==> src/rtl/pam_pkg.sv <==
package pam_pkg;

   typedef enum logic [1:0] {
      REQ_NONE  = 2'd0,
      REQ_TABLE = 2'd1,
      REQ_CTRL  = 2'd2
   } pam_req_e;

   function automatic int unsigned pam_phys_width(int unsigned cpu_aw,
                                                  int unsigned idx_w,
                                                  int unsigned entry_w);
      return entry_w + (cpu_aw - idx_w);
   endfunction

endpackage

==> src/rtl/pam_port_decode.sv <==
module pam_port_decode
   import pam_pkg::*;
#(
   parameter int unsigned IDX_W      = 4,
   parameter int unsigned PORT_W     = 8,
   parameter int unsigned DATA_W     = 8,
   parameter logic [PORT_W-1:0] TABLE_PORT = 8'h40,
   parameter logic [PORT_W-1:0] CTRL_PORT  = 8'h41
) (
   input  logic              clk,
   input  logic              rst,
   input  logic [IDX_W-1:0]  io_idx,
   input  logic [PORT_W-1:0] io_port,
   input  logic [DATA_W-1:0] io_data,
   input  logic              iorq_n,
   input  logic              wr_n,
   output pam_req_e          req_kind,
   output logic [IDX_W-1:0]  req_idx,
   output logic [DATA_W-1:0] req_data
);

   if (TABLE_PORT == CTRL_PORT) begin : g_port_clash
      $error("pam_port_decode: table and control ports must differ");
   end

   logic io_wr;
   logic io_wr_q;
   logic io_wr_first;

   assign io_wr       = !iorq_n && !wr_n;
   assign io_wr_first = io_wr && !io_wr_q;

   always_ff @(posedge clk) begin
      if (rst) io_wr_q <= 1'b0;
      else     io_wr_q <= io_wr;
   end

   always_comb begin
      req_kind = REQ_NONE;
      if (io_wr_first) begin
         if (io_port == TABLE_PORT)     req_kind = REQ_TABLE;
         else if (io_port == CTRL_PORT) req_kind = REQ_CTRL;
      end
   end

   assign req_idx  = io_idx;
   assign req_data = io_data;

endmodule

==> src/rtl/pam_page_table.sv <==
module pam_page_table
   import pam_pkg::*;
#(
   parameter int unsigned IDX_W   = 4,
   parameter int unsigned ENTRY_W = 8,
   parameter int unsigned DATA_W  = 8,
   localparam int unsigned ENTRIES = 1 << IDX_W
) (
   input  logic               clk,
   input  logic               rst,
   input  pam_req_e           req_kind,
   input  logic [IDX_W-1:0]   req_idx,
   input  logic [DATA_W-1:0]  req_data,
   input  logic               bus_idle,
   input  logic [IDX_W-1:0]   rd_idx,
   output logic [ENTRY_W-1:0] rd_entry,
   output logic               map_en
);

   if (DATA_W != ENTRY_W) begin : g_width_bad
      $error("pam_page_table: data bus width must equal entry width");
   end
   if (ENTRIES > 256) begin : g_depth_bad
      $error("pam_page_table: table deeper than 256 entries");
   end

   // deferred updates: captured during the bus cycle, applied when idle
   logic               tab_pend;
   logic [IDX_W-1:0]   tab_pend_idx;
   logic [ENTRY_W-1:0] tab_pend_val;
   logic               ctl_pend;
   logic               ctl_pend_val;

   always_ff @(posedge clk) begin
      if (rst) begin
         tab_pend     <= 1'b0;
         tab_pend_idx <= '0;
         tab_pend_val <= '0;
      end else if (req_kind == REQ_TABLE) begin
         tab_pend     <= 1'b1;
         tab_pend_idx <= req_idx;
         tab_pend_val <= req_data;
      end else if (bus_idle) begin
         tab_pend     <= 1'b0;
      end
   end

   always_ff @(posedge clk) begin
      if (rst) begin
         ctl_pend     <= 1'b0;
         ctl_pend_val <= 1'b0;
      end else if (req_kind == REQ_CTRL) begin
         ctl_pend     <= 1'b1;
         ctl_pend_val <= req_data[0];
      end else if (bus_idle) begin
         ctl_pend     <= 1'b0;
      end
   end

   always_ff @(posedge clk) begin
      if (rst)                       map_en <= 1'b0;
      else if (bus_idle && ctl_pend) map_en <= ctl_pend_val;
   end

   logic [ENTRY_W-1:0] entry_q [ENTRIES];

   for (genvar e = 0; e < ENTRIES; e++) begin : g_entry
      logic hit;
      assign hit = bus_idle && tab_pend && (tab_pend_idx == IDX_W'(e));
      always_ff @(posedge clk) begin
         if (hit) entry_q[e] <= tab_pend_val;
      end
   end

   assign rd_entry = entry_q[rd_idx];

endmodule

==> src/rtl/pam_xlate.sv <==
module pam_xlate #(
   parameter int unsigned CPU_AW  = 16,
   parameter int unsigned IDX_W   = 4,
   parameter int unsigned ENTRY_W = 8,
   localparam int unsigned OFF_W   = CPU_AW - IDX_W,
   localparam int unsigned PHYS_AW = ENTRY_W + OFF_W
) (
   input  logic [CPU_AW-1:0]  cpu_addr,
   input  logic [ENTRY_W-1:0] entry,
   input  logic               map_en,
   output logic [PHYS_AW-1:0] phys_addr
);

   if (ENTRY_W < IDX_W) begin : g_narrow
      $error("pam_xlate: entry narrower than page index");
   end

   logic [PHYS_AW-1:0] ident;

   if (PHYS_AW > CPU_AW) begin : g_pad
      assign ident = {{(PHYS_AW-CPU_AW){1'b0}}, cpu_addr};
   end else begin : g_same
      assign ident = cpu_addr;
   end

   assign phys_addr = map_en ? {entry, cpu_addr[OFF_W-1:0]} : ident;

endmodule

==> src/rtl/paged_addr_mapper.sv <==
module paged_addr_mapper
   import pam_pkg::*;
#(
   parameter int unsigned CPU_AW  = 16,
   parameter int unsigned IDX_W   = 4,
   parameter int unsigned ENTRY_W = 8,
   parameter int unsigned PORT_W  = 8,
   parameter logic [PORT_W-1:0] TABLE_PORT = 8'h40,
   parameter logic [PORT_W-1:0] CTRL_PORT  = 8'h41,
   localparam int unsigned DATA_W  = ENTRY_W,
   localparam int unsigned PHYS_AW = pam_phys_width(CPU_AW, IDX_W, ENTRY_W)
) (
   input  logic               clk,
   input  logic               rst,
   input  logic [CPU_AW-1:0]  cpu_addr,
   input  logic [DATA_W-1:0]  cpu_data,
   input  logic               iorq_n,
   input  logic               mreq_n,
   input  logic               wr_n,
   output logic [PHYS_AW-1:0] phys_addr
);

   if (PORT_W + IDX_W > CPU_AW) begin : g_overlap
      $error("paged_addr_mapper: port byte and index field overlap");
   end

   pam_req_e           req_kind;
   logic [IDX_W-1:0]   req_idx;
   logic [DATA_W-1:0]  req_data;
   logic [ENTRY_W-1:0] cur_entry;
   logic               map_en;
   logic               bus_idle;

   assign bus_idle = iorq_n && mreq_n;

   pam_port_decode #(
      .IDX_W(IDX_W), .PORT_W(PORT_W), .DATA_W(DATA_W),
      .TABLE_PORT(TABLE_PORT), .CTRL_PORT(CTRL_PORT)
   ) u_dec (
      .clk(clk), .rst(rst),
      .io_idx(cpu_addr[CPU_AW-1 -: IDX_W]),
      .io_port(cpu_addr[PORT_W-1:0]),
      .io_data(cpu_data),
      .iorq_n(iorq_n), .wr_n(wr_n),
      .req_kind(req_kind), .req_idx(req_idx), .req_data(req_data)
   );

   pam_page_table #(
      .IDX_W(IDX_W), .ENTRY_W(ENTRY_W), .DATA_W(DATA_W)
   ) u_tab (
      .clk(clk), .rst(rst),
      .req_kind(req_kind), .req_idx(req_idx), .req_data(req_data),
      .bus_idle(bus_idle),
      .rd_idx(cpu_addr[CPU_AW-1 -: IDX_W]),
      .rd_entry(cur_entry),
      .map_en(map_en)
   );

   pam_xlate #(
      .CPU_AW(CPU_AW), .IDX_W(IDX_W), .ENTRY_W(ENTRY_W)
   ) u_xl (
      .cpu_addr(cpu_addr), .entry(cur_entry), .map_en(map_en),
      .phys_addr(phys_addr)
   );

endmodule

==> config.mk <==
export PLATFORM = sky130hd
export DESIGN_NAME = paged_addr_mapper
export DESIGN_NICKNAME = d
export VERILOG_FILES = /design/src/rtl/pam_pkg.sv /design/src/rtl/pam_port_decode.sv /design/src/rtl/pam_page_table.sv /design/src/rtl/pam_xlate.sv /design/src/rtl/paged_addr_mapper.sv
export SDC_FILE = /design/constraint.sdc
export NUM_CORES = 1
export LEC_CHECK = 0
export BUFFER_PORTS_ARGS = -buffer_cell sky130_fd_sc_hd__buf_2
export CORE_MARGIN = 8
export CORE_UTILIZATION = 63
export DETAILED_ROUTE_END_ITERATION = 12
export GPL_TIMING_DRIVEN = 0
export PLACE_DENSITY = 0.84
export REMOVE_ABC_BUFFERS = 1
export SYNTH_ARGS = -nofsm -noshare
export SYNTH_HDL_FRONTEND = slang
export SYNTH_SLANG_ARGS = --single-unit
==> constraint.sdc <==
create_clock -name clk -period 4.7 [get_ports clk]
set_clock_uncertainty 0.05 [all_clocks]
set_input_delay 0.47 -clock clk [delete_from_list [all_inputs] [get_ports clk]]
set_output_delay 0.47 -clock clk [all_outputs]
set_load 0.1 [all_outputs]
==> reports/qor.json, run 1 <==
{
  "vdd_drop_max": {"value": 323, "unit": "uV"},
  "maxCapViolCount": {"value": 0},
  "dr_total_vias": {"value": 2869},
  "synth.top_cell.area_share": {"value": 0.671},
  "synth-async-reset-ratio": {"value": 0},
  "wl_per_cell": {"value": 23.3, "unit": "um"},
  "starting_drt_drc_count": {"value": 266},
  "crit_path_capture_type": {"value": "primary output"},
  "holdCritStartpoint": {"value": "cpu_data[3]"},
  "finish.instance_area": {"value": 6510, "unit": "um^2"},
  "core.rowCount": {"value": 34},
  "hold_viol": {"value": 0},
  "critical_path_required": {"value": 4180, "unit": "ps"},
  "setup-tns-final": {"value": 0, "unit": "ps"},
  "core_region_area": {"value": 8760, "unit": "um^2"},
  "final-max-slew-violation-count": {"value": 0},
  "root_buffer": {"value": "clkbuf_8"},
  "synth_enable_flop_cells": {"value": 128},
  "slew_headroom": {"value": 0.0628},
  "synthToLayoutAreaGrowth": {"value": 13.7, "unit": "%"},
  "post_synth_inst_count": {"value": 302},
  "num-fill-cells": {"value": 486},
  "seq_area": {"value": 4180, "unit": "um^2"},
  "initial_utilization": {"value": 0.654},
  "wl": {"value": 10600, "unit": "um"},
  "ctsResizeCount": {"value": 0},
  "antenna_found_initial": {"value": 0},
  "first_pass_grt_wire_length": {"value": 16700, "unit": "um"},
  "avg_synthesized_cell_area": {"value": 19.0, "unit": "um^2"},
  "drcViolationCount": {"value": 0},
  "synth_top_cell_by_area": {"value": "edfxtp_1"},
  "synthTopCellsByArea": {"value": "edfxtp_1, mux4_2, dfxtp_1"},
  "worstHoldPathType": {"value": "input port to register"},
  "status": {"value": "finished, final reports clean"},
  "die_y": {"value": 111, "unit": "um"},
  "grt_max_degree": {"value": 32},
  "synthAdderAreaFrac": {"value": 0},
  "floorplan.die.width": {"value": 111, "unit": "um"},
  "max_freq": {"value": 0.310, "unit": "GHz"},
  "area_of_combinational_cells_with_multiple_inputs": {"value": 1380, "unit": "um^2"},
  "io_buffer_count": {"value": 40},
  "nets": {"value": 364},
  "critical_path_arrival": {"value": 2710, "unit": "ps"},
  "die_area": {"value": 12400, "unit": "um^2"},
  "number_of_antenna_diodes": {"value": 0},
  "place_congestion": {"value": 0.762},
  "p_leak": {"value": 0.00184, "unit": "uW"},
  "i_o_pin_count": {"value": 49},
  "grt.total_usage": {"value": 0.179},
  "synth_area": {"value": 5730, "unit": "um^2"},
  "path_clk_slew": {"value": 60, "unit": "ps"},
  "number_of_global_route_vias_before_repair": {"value": 3101},
  "period_needed": {"value": 3230, "unit": "ps"},
  "yosys-top-cells-count": {"value": "edfxtp_1, mux4_2, nor2_1, mux2i_1, dfxtp_1"},
  "layout_worst_path_cycle_share": {"value": 0.686},
  "synth.mux.area_fraction": {"value": 0.177},
  "clock_tree_from_tritoncts": {"value": "done"},
  "startpoint_type": {"value": "input port"},
  "post_synthesis_compound_gate_area_fraction": {"value": 0.0149},
  "cts_setup_buffers": {"value": 0},
  "post_synth_xor_area_fraction": {"value": 0},
  "synth_cell_types": {"value": 29},
  "timing.rr.start": {"value": "u_tab.tab_pend$_SDFFE_PP0P_"},
  "synth_top_family_by_area": {"value": "multiplexers"},
  "synth_seq_cells": {"value": 145},
  "clock_insertion_delay_worst_skew": {"value": 510, "unit": "ps"},
  "via_per_inst": {"value": 6.29},
  "maximum_fanout_along_the_worst_path": {"value": 31},
  "cts_buf_count": {"value": 17},
  "final_layout_size_suffix_gt1_frac": {"value": 0.319},
  "worstSetupPathType": {"value": "input port to primary output"},
  "post_cts_hold_buffer_count": {"value": 0},
  "numClockSinks": {"value": 145},
  "dp_area": {"value": 5890, "unit": "um^2"},
  "yosys.area_share.simple": {"value": 0.0465},
  "synthesis.yosys.warnings": {"value": 0},
  "sequential_fraction_of_the_synthesis_area": {"value": 0.730},
  "synth_ff_type": {"value": "edfxtp_1"},
  "1st_pass_router_iterations": {"value": 4},
  "cts_buffer_depth": {"value": 2},
  "p_per_area": {"value": 434, "unit": "nW/um^2"},
  "post-dp-hpwl": {"value": 6610, "unit": "um"},
  "overflow": {"value": 0},
  "finalSetupViolations": {"value": 0},
  "timing_worst_slew_pin_value": {"value": 1400, "unit": "ps"},
  "cts-htree-levels": {"value": 4},
  "grt_setup_unrepaired": {"value": "no"},
  "startpoint": {"value": "cpu_addr[12]"},
  "post-synth-top-count-cell": {"value": "edfxtp_1"},
  "drtAntennaViolNets": {"value": 0}
}
[per-layer routing]
metal	vias up	wire length [um]	track usage
met2	136	5400	0.288
met5	-	0	0
met3	22	760	0.0494
met1	1443	4250	0.224
li1	1268	-	-
met4	0	212	0.0756
[critical path, stage by stage]
cell,delay [ps]
buf_2,760
mux4_2,610
mux2_2,280
a21oi_1,160
a31oi_1,70
buf_2,340
[layout make-up]
type                            count  share of cell area
Timing Repair Buffer               40              0.0307
Sequential cell                   145               0.643
Clock inverter                      8              0.0194
Multi-Input combinational cell    129               0.212
Clock buffer                       24              0.0738
Tap cell                          108              0.0208
Inverter                            2             0.00115
[final timing paths]
check	to	depth (start not counted)	slack [ps]
max	phys_addr[13]	6	1470
min	u_tab.tab_pend_val[3]$_SDFFE_PP0P_	3	140
max reg2reg	u_tab.entry_q[2][6]$_DFFE_PP_	3	2120
min reg2reg	u_tab.ctl_pend$_SDFFE_PP0P_	2	410
[flip-flops by register name, indices dropped and copies added (netlist names)]
name,cells
u_tab.map_en,1
u_tab.tab_pend_val,8
u_tab.tab_pend,1
u_tab.tab_pend_idx,4
u_dec.io_wr_q,1
u_tab.ctl_pend,1
u_tab.entry_q,128
u_tab.ctl_pend_val,1
[metrics by stage]
stage / hold WS (ps) / power (uW) / setup WS, ps / cells / utilization
final: 139 / 2820 / 1470 / 456 / 0.743
after global routing: 134 / 2890 / 1260 / 456 / 0.743
after CTS: 121 / 2840 / 1390 / 456 / 0.742
after detailed placement: 400 / 1510 / 1420 / 424 / 0.673
after global placement: 395 / 1510 / 1400 / 424 / 0.673
after floorplan: 381 / 1440 / 1680 / 276 / -
[cell usage in the layout (no fill, tap or decap), drive strengths merged]
master | netlist | layout
clkbuf | 6 | 24
nor4 | 1 | 1
mux2i | 25 | 25
o22ai | 5 | 5
a21oi | 6 | 6
nand3 | 1 | 1
clkinvlp | 0 | 3
mux2 | 4 | 4
or2 | 1 | 1
dfxtp | 17 | 17
edfxtp | 128 | 128
or4 | 2 | 2
nor3 | 4 | 4
nand2 | 6 | 6
clkinv | 0 | 2
or3b | 1 | 1
nor2 | 29 | 29
nand2b | 3 | 3
inv | 2 | 2
nand4 | 1 | 1
and2 | 1 | 1
or3 | 1 | 1
nand3b | 1 | 1
a31oi | 3 | 3
mux4 | 32 | 32
o21ai | 1 | 1
or4b | 1 | 1
bufinv | 0 | 3
buf | 20 | 40
[logic make-up (layout without fill, tap and decap cells)]
logic type      count (synthesis)  count (layout)
compound gates                 15              15
buf+inv                        28              74
flops                         145             145
mux                            61              61
simple gates                   53              53
[power by group]
part | internal [uW] | switching, uW | leakage [uW]
combinational | 26.3 | 71.0 | 0.000535
sequential | 1380 | 0.329 | 0.00102
clock | 865 | 480 | 0.000288
(Power assumes the default switching activity.)
==> run 2, diff against run 1 <==
- ABC_AREA: not set -> 1
- CORE_UTILIZATION: 63 -> 54
- PLACE_DENSITY: 0.84 -> 0.76
- clock period: 4.7 -> 2.7 ns (I/O delays scaled with it)
==> run 2 against run 1 <==
Compared with the run above:
- flip-flop and latch count unchanged
- non-clock buffer count did not move
- design area increased by 6.1%
- critical endpoint is now phys_addr[17]
- sequential power increased by 75%
- largest cell class unchanged
- area after synthesis increased by 7.0%
- register-to-register slack lost 1400 ps
- utilization decreased by 13 points
- largest power group unchanged
==> reports/qor.json, run 2 <==
{
  "layout_worst_path_cycle_share": {"value": 0.967},
  "cts_buffer_depth": {"value": 2, "change": "unchanged"},
  "die_y": {"value": 123, "unit": "um", "change": "+10%"},
  "synthTopCellsByArea": {"value": "edfxtp_1, nand2_1, nand3_1"},
  "io_buffer_count": {"value": 40, "change": "unchanged"},
  "synth_seq_cells": {"value": 145, "change": "unchanged"},
  "path_clk_slew": {"value": 60, "unit": "ps", "change": "about the same"},
  "yosys.area_share.simple": {"value": 0.204, "change": "+0.157"},
  "post_synthesis_compound_gate_area_fraction": {"value": 0.0512, "change": "+0.0364"},
  "reg_top3": {"value": "u_tab.entry_q x128, u_tab.tab_pend_val x8, u_tab.tab_pend_idx x4"},
  "grt_max_degree": {"value": 69, "change": "+120%"},
  "place_ws": {"value": -872, "unit": "ps", "change": "-2290 ps"},
  "critical_path_arrival": {"value": 2290, "unit": "ps", "change": "-420 ps"},
  "synthesis.yosys.warnings": {"value": 0, "change": "unchanged"},
  "cpLargestDelayFamily": {"value": "buffers and inverters"},
  "synth_cell_types": {"value": 25, "change": "-14%"},
  "hold_viol": {"value": 0, "change": "unchanged"},
  "yosys-top-cells-count": {"value": "nand2_1, edfxtp_1, nand3_1, nor2_1, inv_1"},
  "post-dp-hpwl": {"value": 7940, "unit": "um", "change": "+20%"},
  "overflow": {"value": 0, "change": "unchanged"},
  "synthAdderAreaFrac": {"value": 0, "change": "unchanged"},
  "synth_top_cell_by_area": {"value": "edfxtp_1"},
  "vdd_drop_max": {"value": 473, "unit": "uV", "change": "+46%"},
  "status": {"value": "finished, final reports clean"},
  "via_per_inst": {"value": 5.68, "change": "-9.7%"},
  "dp_area": {"value": 6270, "unit": "um^2", "change": "+6.3%"},
  "post-synth-top-count-cell": {"value": "nand2_1"},
  "number_of_global_route_vias_before_repair": {"value": 4001, "change": "+29%"},
  "cts-htree-levels": {"value": 4, "change": "unchanged"},
  "timing_worst_slew_pin_value": {"value": 1100, "unit": "ps", "change": "-292 ps"},
  "avg_synthesized_cell_area": {"value": 10.8, "unit": "um^2", "change": "-43%"},
  "seq_area": {"value": 4180, "unit": "um^2", "change": "unchanged"},
  "largest_register_ffs": {"value": 128, "change": "unchanged"},
  "finalSetupViolations": {"value": 0, "change": "unchanged"},
  "slew_headroom": {"value": 0.259, "change": "+0.196"},
  "synth_ff_type": {"value": "edfxtp_1"},
  "num-fill-cells": {"value": 837, "change": "+72%"},
  "synth.top_cell.area_share": {"value": 0.627, "change": "-0.0441"},
  "wl_per_cell": {"value": 18.2, "unit": "um", "change": "-22%"},
  "number_of_antenna_diodes": {"value": 0, "change": "unchanged"},
  "synthToLayoutAreaGrowth": {"value": 12.7, "unit": "%"},
  "first_pass_grt_wire_length": {"value": 21200, "unit": "um", "change": "+27%"},
  "dr_total_vias": {"value": 4223, "change": "+47%"},
  "fin_util": {"value": 0.613, "change": "-0.130"},
  "numClockSinks": {"value": 145, "change": "unchanged"},
  "startpoint_type": {"value": "input port"},
  "critical_path_required": {"value": 2380, "unit": "ps", "change": "-1800 ps"},
  "core_region_area": {"value": 11300, "unit": "um^2", "change": "+29%"},
  "area_of_combinational_cells_with_multiple_inputs": {"value": 1570, "unit": "um^2", "change": "+14%"},
  "antenna_found_initial": {"value": 0, "change": "unchanged"},
  "post_cts_hold_buffer_count": {"value": 0, "change": "unchanged"},
  "period_needed": {"value": 2610, "unit": "ps"},
  "die_area": {"value": 15000, "unit": "um^2", "change": "+21%"},
  "mostFrequentLayoutCells": {"value": "nand2_1, edfxtp_1, nand3_1"},
  "synth-async-reset-ratio": {"value": 0, "change": "unchanged"},
  "worstHoldPathType": {"value": "input port to register"},
  "post_synth_inst_count": {"value": 568, "change": "+88%"},
  "worstSetupPathType": {"value": "input port to primary output"},
  "synth_area": {"value": 6130, "unit": "um^2", "change": "+7.0%"},
  "cp_slowest_stage_delay": {"value": 460, "unit": "ps", "change": "-300 ps"},
  "timing.rr.start": {"value": "u_tab.tab_pend$_SDFFE_PP0P_"},
  "cts_buf_count": {"value": 17, "change": "unchanged"},
  "synth_enable_flop_cells": {"value": 128, "change": "unchanged"},
  "drtAntennaViolNets": {"value": 0, "change": "unchanged"},
  "final_layout_size_suffix_gt1_frac": {"value": 0.133, "change": "-0.186"},
  "worst-path-buf-inv": {"value": 3, "change": "+1"},
  "starting_drt_drc_count": {"value": 439, "change": "+65%"},
  "crit_path_capture_type": {"value": "primary output"},
  "grt.total_usage": {"value": 0.188, "change": "+0.00965"},
  "setup-tns-final": {"value": 0, "unit": "ps", "change": "unchanged"},
  "drcViolationCount": {"value": 0, "change": "unchanged"},
  "max_freq": {"value": 0.383, "unit": "GHz"},
  "place_congestion": {"value": 0.860, "change": "+13%"},
  "nets": {"value": 616, "change": "+69%"},
  "maximum_fanout_along_the_worst_path": {"value": 68, "change": "+120%"},
  "worstPathCellList": {"value": "buf_6 > inv_4 > nand2_1 > nand3_1 > nand3_1 > nand3_1 > a21oi_1 > buf_2"},
  "clock_insertion_delay_worst_skew": {"value": 410, "unit": "ps", "change": "-100 ps"},
  "initial_utilization": {"value": 0.544, "change": "-0.110"},
  "finish.instance_area": {"value": 6910, "unit": "um^2", "change": "+6.1%"},
  "root_buffer": {"value": "clkbuf_16"},
  "1st_pass_router_iterations": {"value": 5, "change": "+1"},
  "final.hold.worst_slack": {"value": 15.4, "unit": "ps", "change": "-124 ps"},
  "max_flop_register": {"value": "u_tab.entry_q"},
  "startpoint": {"value": "cpu_addr[12]"},
  "sequential_fraction_of_the_synthesis_area": {"value": 0.682, "change": "-0.0480"},
  "timing.final.ws_setup": {"value": 89.7, "unit": "ps", "change": "-1380 ps"},
  "maxCapViolCount": {"value": 0, "change": "unchanged"},
  "post_synth_xor_area_fraction": {"value": 0, "change": "unchanged"},
  "cts_setup_buffers": {"value": 0, "change": "unchanged"},
  "path_common_cell": {"value": "nand3_1"},
  "floorplan.die.width": {"value": 123, "unit": "um", "change": "+10%"},
  "synth_top_family_by_area": {"value": "simple AND/OR/NAND/NOR gates"},
  "slowest_stage": {"value": "buf_2"},
  "holdCritStartpoint": {"value": "rst"},
  "wl": {"value": 13600, "unit": "um", "change": "+28%"},
  "grt_setup_unrepaired": {"value": "no"},
  "synth.mux.area_fraction": {"value": 0, "change": "-0.177"},
  "final-max-slew-violation-count": {"value": 0, "change": "unchanged"},
  "p_leak": {"value": 0.00275, "unit": "uW", "change": "+49%"},
  "p_per_area": {"value": 734, "unit": "nW/um^2", "change": "+69%"},
  "layout.cells.most_common": {"value": "nand2_1"},
  "core.rowCount": {"value": 39, "change": "+15%"},
  "i_o_pin_count": {"value": 49, "change": "unchanged"},
  "clock_tree_from_tritoncts": {"value": "done"}
}
[run 2: power by group]
part	switching, uW	internal, uW	total [uW]
sequential	1.32	2400	2410
clock	870	1540	2410
combinational	199	60.8	260
[run 2: metal layers]
layer  global-route usage  up-vias  wire [um]
met2                0.305      222       6430
met4               0.0998        0        459
met5                    0        -          0
li1                     -     1978          -
met3               0.0359       36       1170
met1                0.237     1987       5490
[run 2: final cells by class]
type                    count  share of cell area
repair buffers             40              0.0302
well taps                 143              0.0259
multi-input cells         345               0.227
inverters                  37              0.0210
clock buffers              17              0.0616
flip-flops and latches    145               0.606
repair inverters            1             0.00109
clock inverters            15              0.0277
[run 2: cell families (layout without fill, tap and decap cells)]
logic type / count (synthesis) / count (layout)
AOI/OAI and AO/OA: 56 / 56
buffers and inverters: 78 / 110
DFF: 145 / 145
and+or+nand+nor: 289 / 289
[run 2: path summary, 6_finish.rpt]
check,to,slack (ps),cells after the start
setup / recovery,phys_addr[17],90,8
hold / removal,u_tab.ctl_pend$_SDFFE_PP0P_,20,2
setup reg to reg,u_tab.entry_q[10][2]$_DFFE_PP_,690,4
hold reg to reg,u_tab.tab_pend$_SDFFE_PP0P_,430,2
[run 2: timing repair]
item | CTS | global route
cloned | 1 | 0
resized for setup | 6 | 1
setup endpoints to repair | 8 | 2
[run 2: through the flow]
step                      cells  total power (uW)
final                       743              5070
after global routing        743              5200
after CTS                   743              5090
after detailed placement    710              2710
after global placement      710              2700
after floorplan             527              2570
==> run 3, diff against run 2 <==
- CORE_UTILIZATION: 54 -> 45
- PLACE_DENSITY: 0.76 -> 0.65
- REMOVE_ABC_BUFFERS: 1 -> not set
==> run 3 against run 2 <==
Compared with the run above:
- first-iteration DRC count is 2.5% higher
- register-to-register slack got worse by 80 ps
- maximum frequency down 0.93%
- count of clock-buffer cells in the layout up 5
- critical path type is now register to primary output
- largest power group is now the clock network
- flip-flop and latch count is the same
==> reports/qor.json, run 3 (synthesized netlist as in run 2, its figures left out) <==
{
  "cts_buf_count": {"value": 17, "change": "unchanged"},
  "cts-htree-levels": {"value": 4, "change": "unchanged"},
  "wl": {"value": 15400, "unit": "um", "change": "+14%"},
  "maximum_fanout_along_the_worst_path": {"value": 6, "change": "-91%"},
  "worstHoldPathType": {"value": "input port to register"},
  "worstSetupPathType": {"value": "register to primary output"},
  "starting_drt_drc_count": {"value": 450, "change": "+2.5%"},
  "totalPowerFinal": {"value": 5360, "unit": "uW", "change": "+5.7%"},
  "place_congestion": {"value": 0.874, "change": "+1.6%"},
  "max_flop_register": {"value": "u_tab.entry_q"},
  "via_per_inst": {"value": 5.40, "change": "-5.0%"},
  "worst-r2r-setup-slack": {"value": 610, "unit": "ps", "change": "-80 ps"},
  "drtAntennaViolNets": {"value": 0, "change": "unchanged"},
  "worst_reg2reg_path_depth": {"value": 4, "change": "unchanged"},
  "grt_setup_unrepaired": {"value": "no"},
  "slew_headroom": {"value": 0.339, "change": "+0.0802"},
  "post-dp-hpwl": {"value": 10300, "unit": "um", "change": "+30%"},
  "cts_buffer_depth": {"value": 2, "change": "unchanged"},
  "antenna_found_initial": {"value": 0, "change": "unchanged"},
  "hold_viol": {"value": 0, "change": "unchanged"},
  "finish.instance_area": {"value": 7230, "unit": "um^2", "change": "+4.6%"},
  "overflow": {"value": 0, "change": "unchanged"},
  "maxCapViolCount": {"value": 0, "change": "unchanged"},
  "setup-tns-final": {"value": 0, "unit": "ps", "change": "unchanged"},
  "1st_pass_router_iterations": {"value": 5, "change": "unchanged"},
  "startpoint_type": {"value": "register"},
  "drcViolationCount": {"value": 0, "change": "unchanged"},
  "dr_total_vias": {"value": 4411, "change": "+4.5%"},
  "critical_path_required": {"value": 2380, "unit": "ps", "change": "about the same"},
  "crit_path_capture_type": {"value": "primary output"},
  "critical_path_arrival": {"value": 2310, "unit": "ps", "change": "+20 ps"},
  "num-fill-cells": {"value": 1138, "change": "+36%"},
  "grt.total_usage": {"value": 0.177, "change": "-0.0108"},
  "cts_setup_buffers": {"value": 0, "change": "unchanged"},
  "initial_utilization": {"value": 0.461, "change": "-0.0828"},
  "final-max-slew-violation-count": {"value": 0, "change": "unchanged"},
  "nets": {"value": 657, "change": "+6.7%"},
  "p_per_area": {"value": 742, "unit": "nW/um^2", "change": "+1.0%"},
  "max_freq": {"value": 0.380, "unit": "GHz", "change": "-0.93%"},
  "largest_register_ffs": {"value": 128, "change": "unchanged"},
  "timing_worst_slew_pin_value": {"value": 988, "unit": "ps", "change": "-116 ps"},
  "grt_max_degree": {"value": 18, "change": "-74%"},
  "clock_insertion_delay_worst_skew": {"value": 410, "unit": "ps", "change": "about the same"},
  "final_layout_size_suffix_gt1_frac": {"value": 0.173, "change": "+0.0398"},
  "fin_util": {"value": 0.544, "change": "-0.0693"},
  "layout.cells.most_common": {"value": "nand2_1"},
  "mostFrequentLayoutCells": {"value": "nand2_1, edfxtp_1, nand3_1"},
  "final.hold.worst_slack": {"value": 7.65, "unit": "ps", "change": "-7.70 ps"},
  "die_area": {"value": 17600, "unit": "um^2", "change": "+17%"},
  "dp_area": {"value": 6560, "unit": "um^2", "change": "+4.8%"},
  "first_pass_grt_wire_length": {"value": 23800, "unit": "um", "change": "+12%"},
  "p_leak": {"value": 0.00293, "unit": "uW", "change": "+6.6%"},
  "path_clk_slew": {"value": 60, "unit": "ps", "change": "about the same"},
  "post_cts_hold_buffer_count": {"value": 0, "change": "unchanged"},
  "floorplan.die.width": {"value": 133, "unit": "um", "change": "+8.3%"},
  "io_buffer_count": {"value": 41, "change": "+2.5%"},
  "synthToLayoutAreaGrowth": {"value": 17.9, "unit": "%"},
  "layout_worst_path_cycle_share": {"value": 0.976, "change": "+0.00904"},
  "status": {"value": "finished, final reports clean"},
  "clock_tree_from_tritoncts": {"value": "done"},
  "finalSetupViolations": {"value": 0, "change": "unchanged"},
  "die_y": {"value": 133, "unit": "um", "change": "+8.3%"},
  "number_of_antenna_diodes": {"value": 0, "change": "unchanged"},
  "root_buffer": {"value": "clkbuf_16"},
  "wl_per_cell": {"value": 18.8, "unit": "um", "change": "+3.3%"},
  "core.rowCount": {"value": 42, "change": "+7.7%"},
  "i_o_pin_count": {"value": 49, "change": "unchanged"},
  "period_needed": {"value": 2630, "unit": "ps", "change": "+24.4 ps"},
  "timing.hold.worst_path_depth": {"value": 2, "change": "unchanged"},
  "syn-num-nets": {"value": 597},
  "numClockSinks": {"value": 145, "change": "unchanged"},
  "vdd_drop_max": {"value": 421, "unit": "uV", "change": "-11%"},
  "core_region_area": {"value": 13300, "unit": "um^2", "change": "+18%"},
  "number_of_global_route_vias_before_repair": {"value": 4368, "change": "+9.2%"},
  "ctsResizeCount": {"value": 0, "change": "-6"},
  "reg_top3": {"value": "u_tab.entry_q x128, u_tab.tab_pend_val x8, u_tab.tab_pend_idx x4"}
}
-- run 3: cell types whose count changed in the layout (fill, tap and decap cells not counted), sizes merged --
cell,change
clkinv,-6
bufinv,+2
clkbuf,+13
buf,+34
clkinvlp,-2
-- run 3: per-layer routing --
metal / vias to the layer above / track usage / share of wire
li1: 2062 / - / -
met1: 2129 / 0.220 / 0.41
met2: 189 / 0.292 / 0.49
met3: 31 / 0.0439 / 0.084
met4: 0 / 0.0713 / 0.021
met5: - / 0 / 0
-- run 3: critical path, cell delays in order (launching register included) --
cell and delay (ps):
dfxtp_1 420, inv_1 210, nor2_1 450, nand3_1 150
nand3_1 100, nand2_1 100, inv_1 60, buf_2 410
-- run 3: worst paths after layout --
check | start | end
worst max-delay path | u_tab.map_en$_SDFFE_PP0P_ | phys_addr[14]
worst min register to register | u_tab.tab_pend$_SDFFE_PP0P_ | u_tab.tab_pend$_SDFFE_PP0P_
worst max register to register | u_tab.tab_pend$_SDFFE_PP0P_ | u_tab.entry_q[15][0]$_DFFE_PP_
worst min-delay path | rst | u_tab.ctl_pend$_SDFFE_PP0P_
-- run 3: final cells by class --
| cell class | instances | area, um^2 | share of cell area |
|---|---|---|---|
| clock inverter | 10 | 209 | 0.0289 |
| inverter | 37 | 139 | 0.0192 |
| multi-input combinational | 345 | 1570 | 0.217 |
| tap | 176 | 220 | 0.0305 |
| timing repair buffer | 41 | 205 | 0.0284 |
| buffer | 41 | 244 | 0.0338 |
| clock buffer | 22 | 454 | 0.0628 |
| sequential | 145 | 4180 | 0.579 |
-- run 3: power by group --
part / switching [uW] / internal [uW]
Clock: 874 / 1760
Combinational: 241 / 82.5
Sequential: 1.22 / 2400
Total: 1120 / 4240
-- run 3: metrics by stage --
| stage | instances | setup WS (ps) |
|---|---|---|
| 6_report | 817 | 65.3 |
| 5_1_grt | 817 | 2.64 |
| 4_1_cts | 817 | 92.9 |
| 3_5_place_dp | 785 | 320 |
| 3_3_place_gp | 785 | 373 |
| 2_1_floorplan | 568 | 508 |
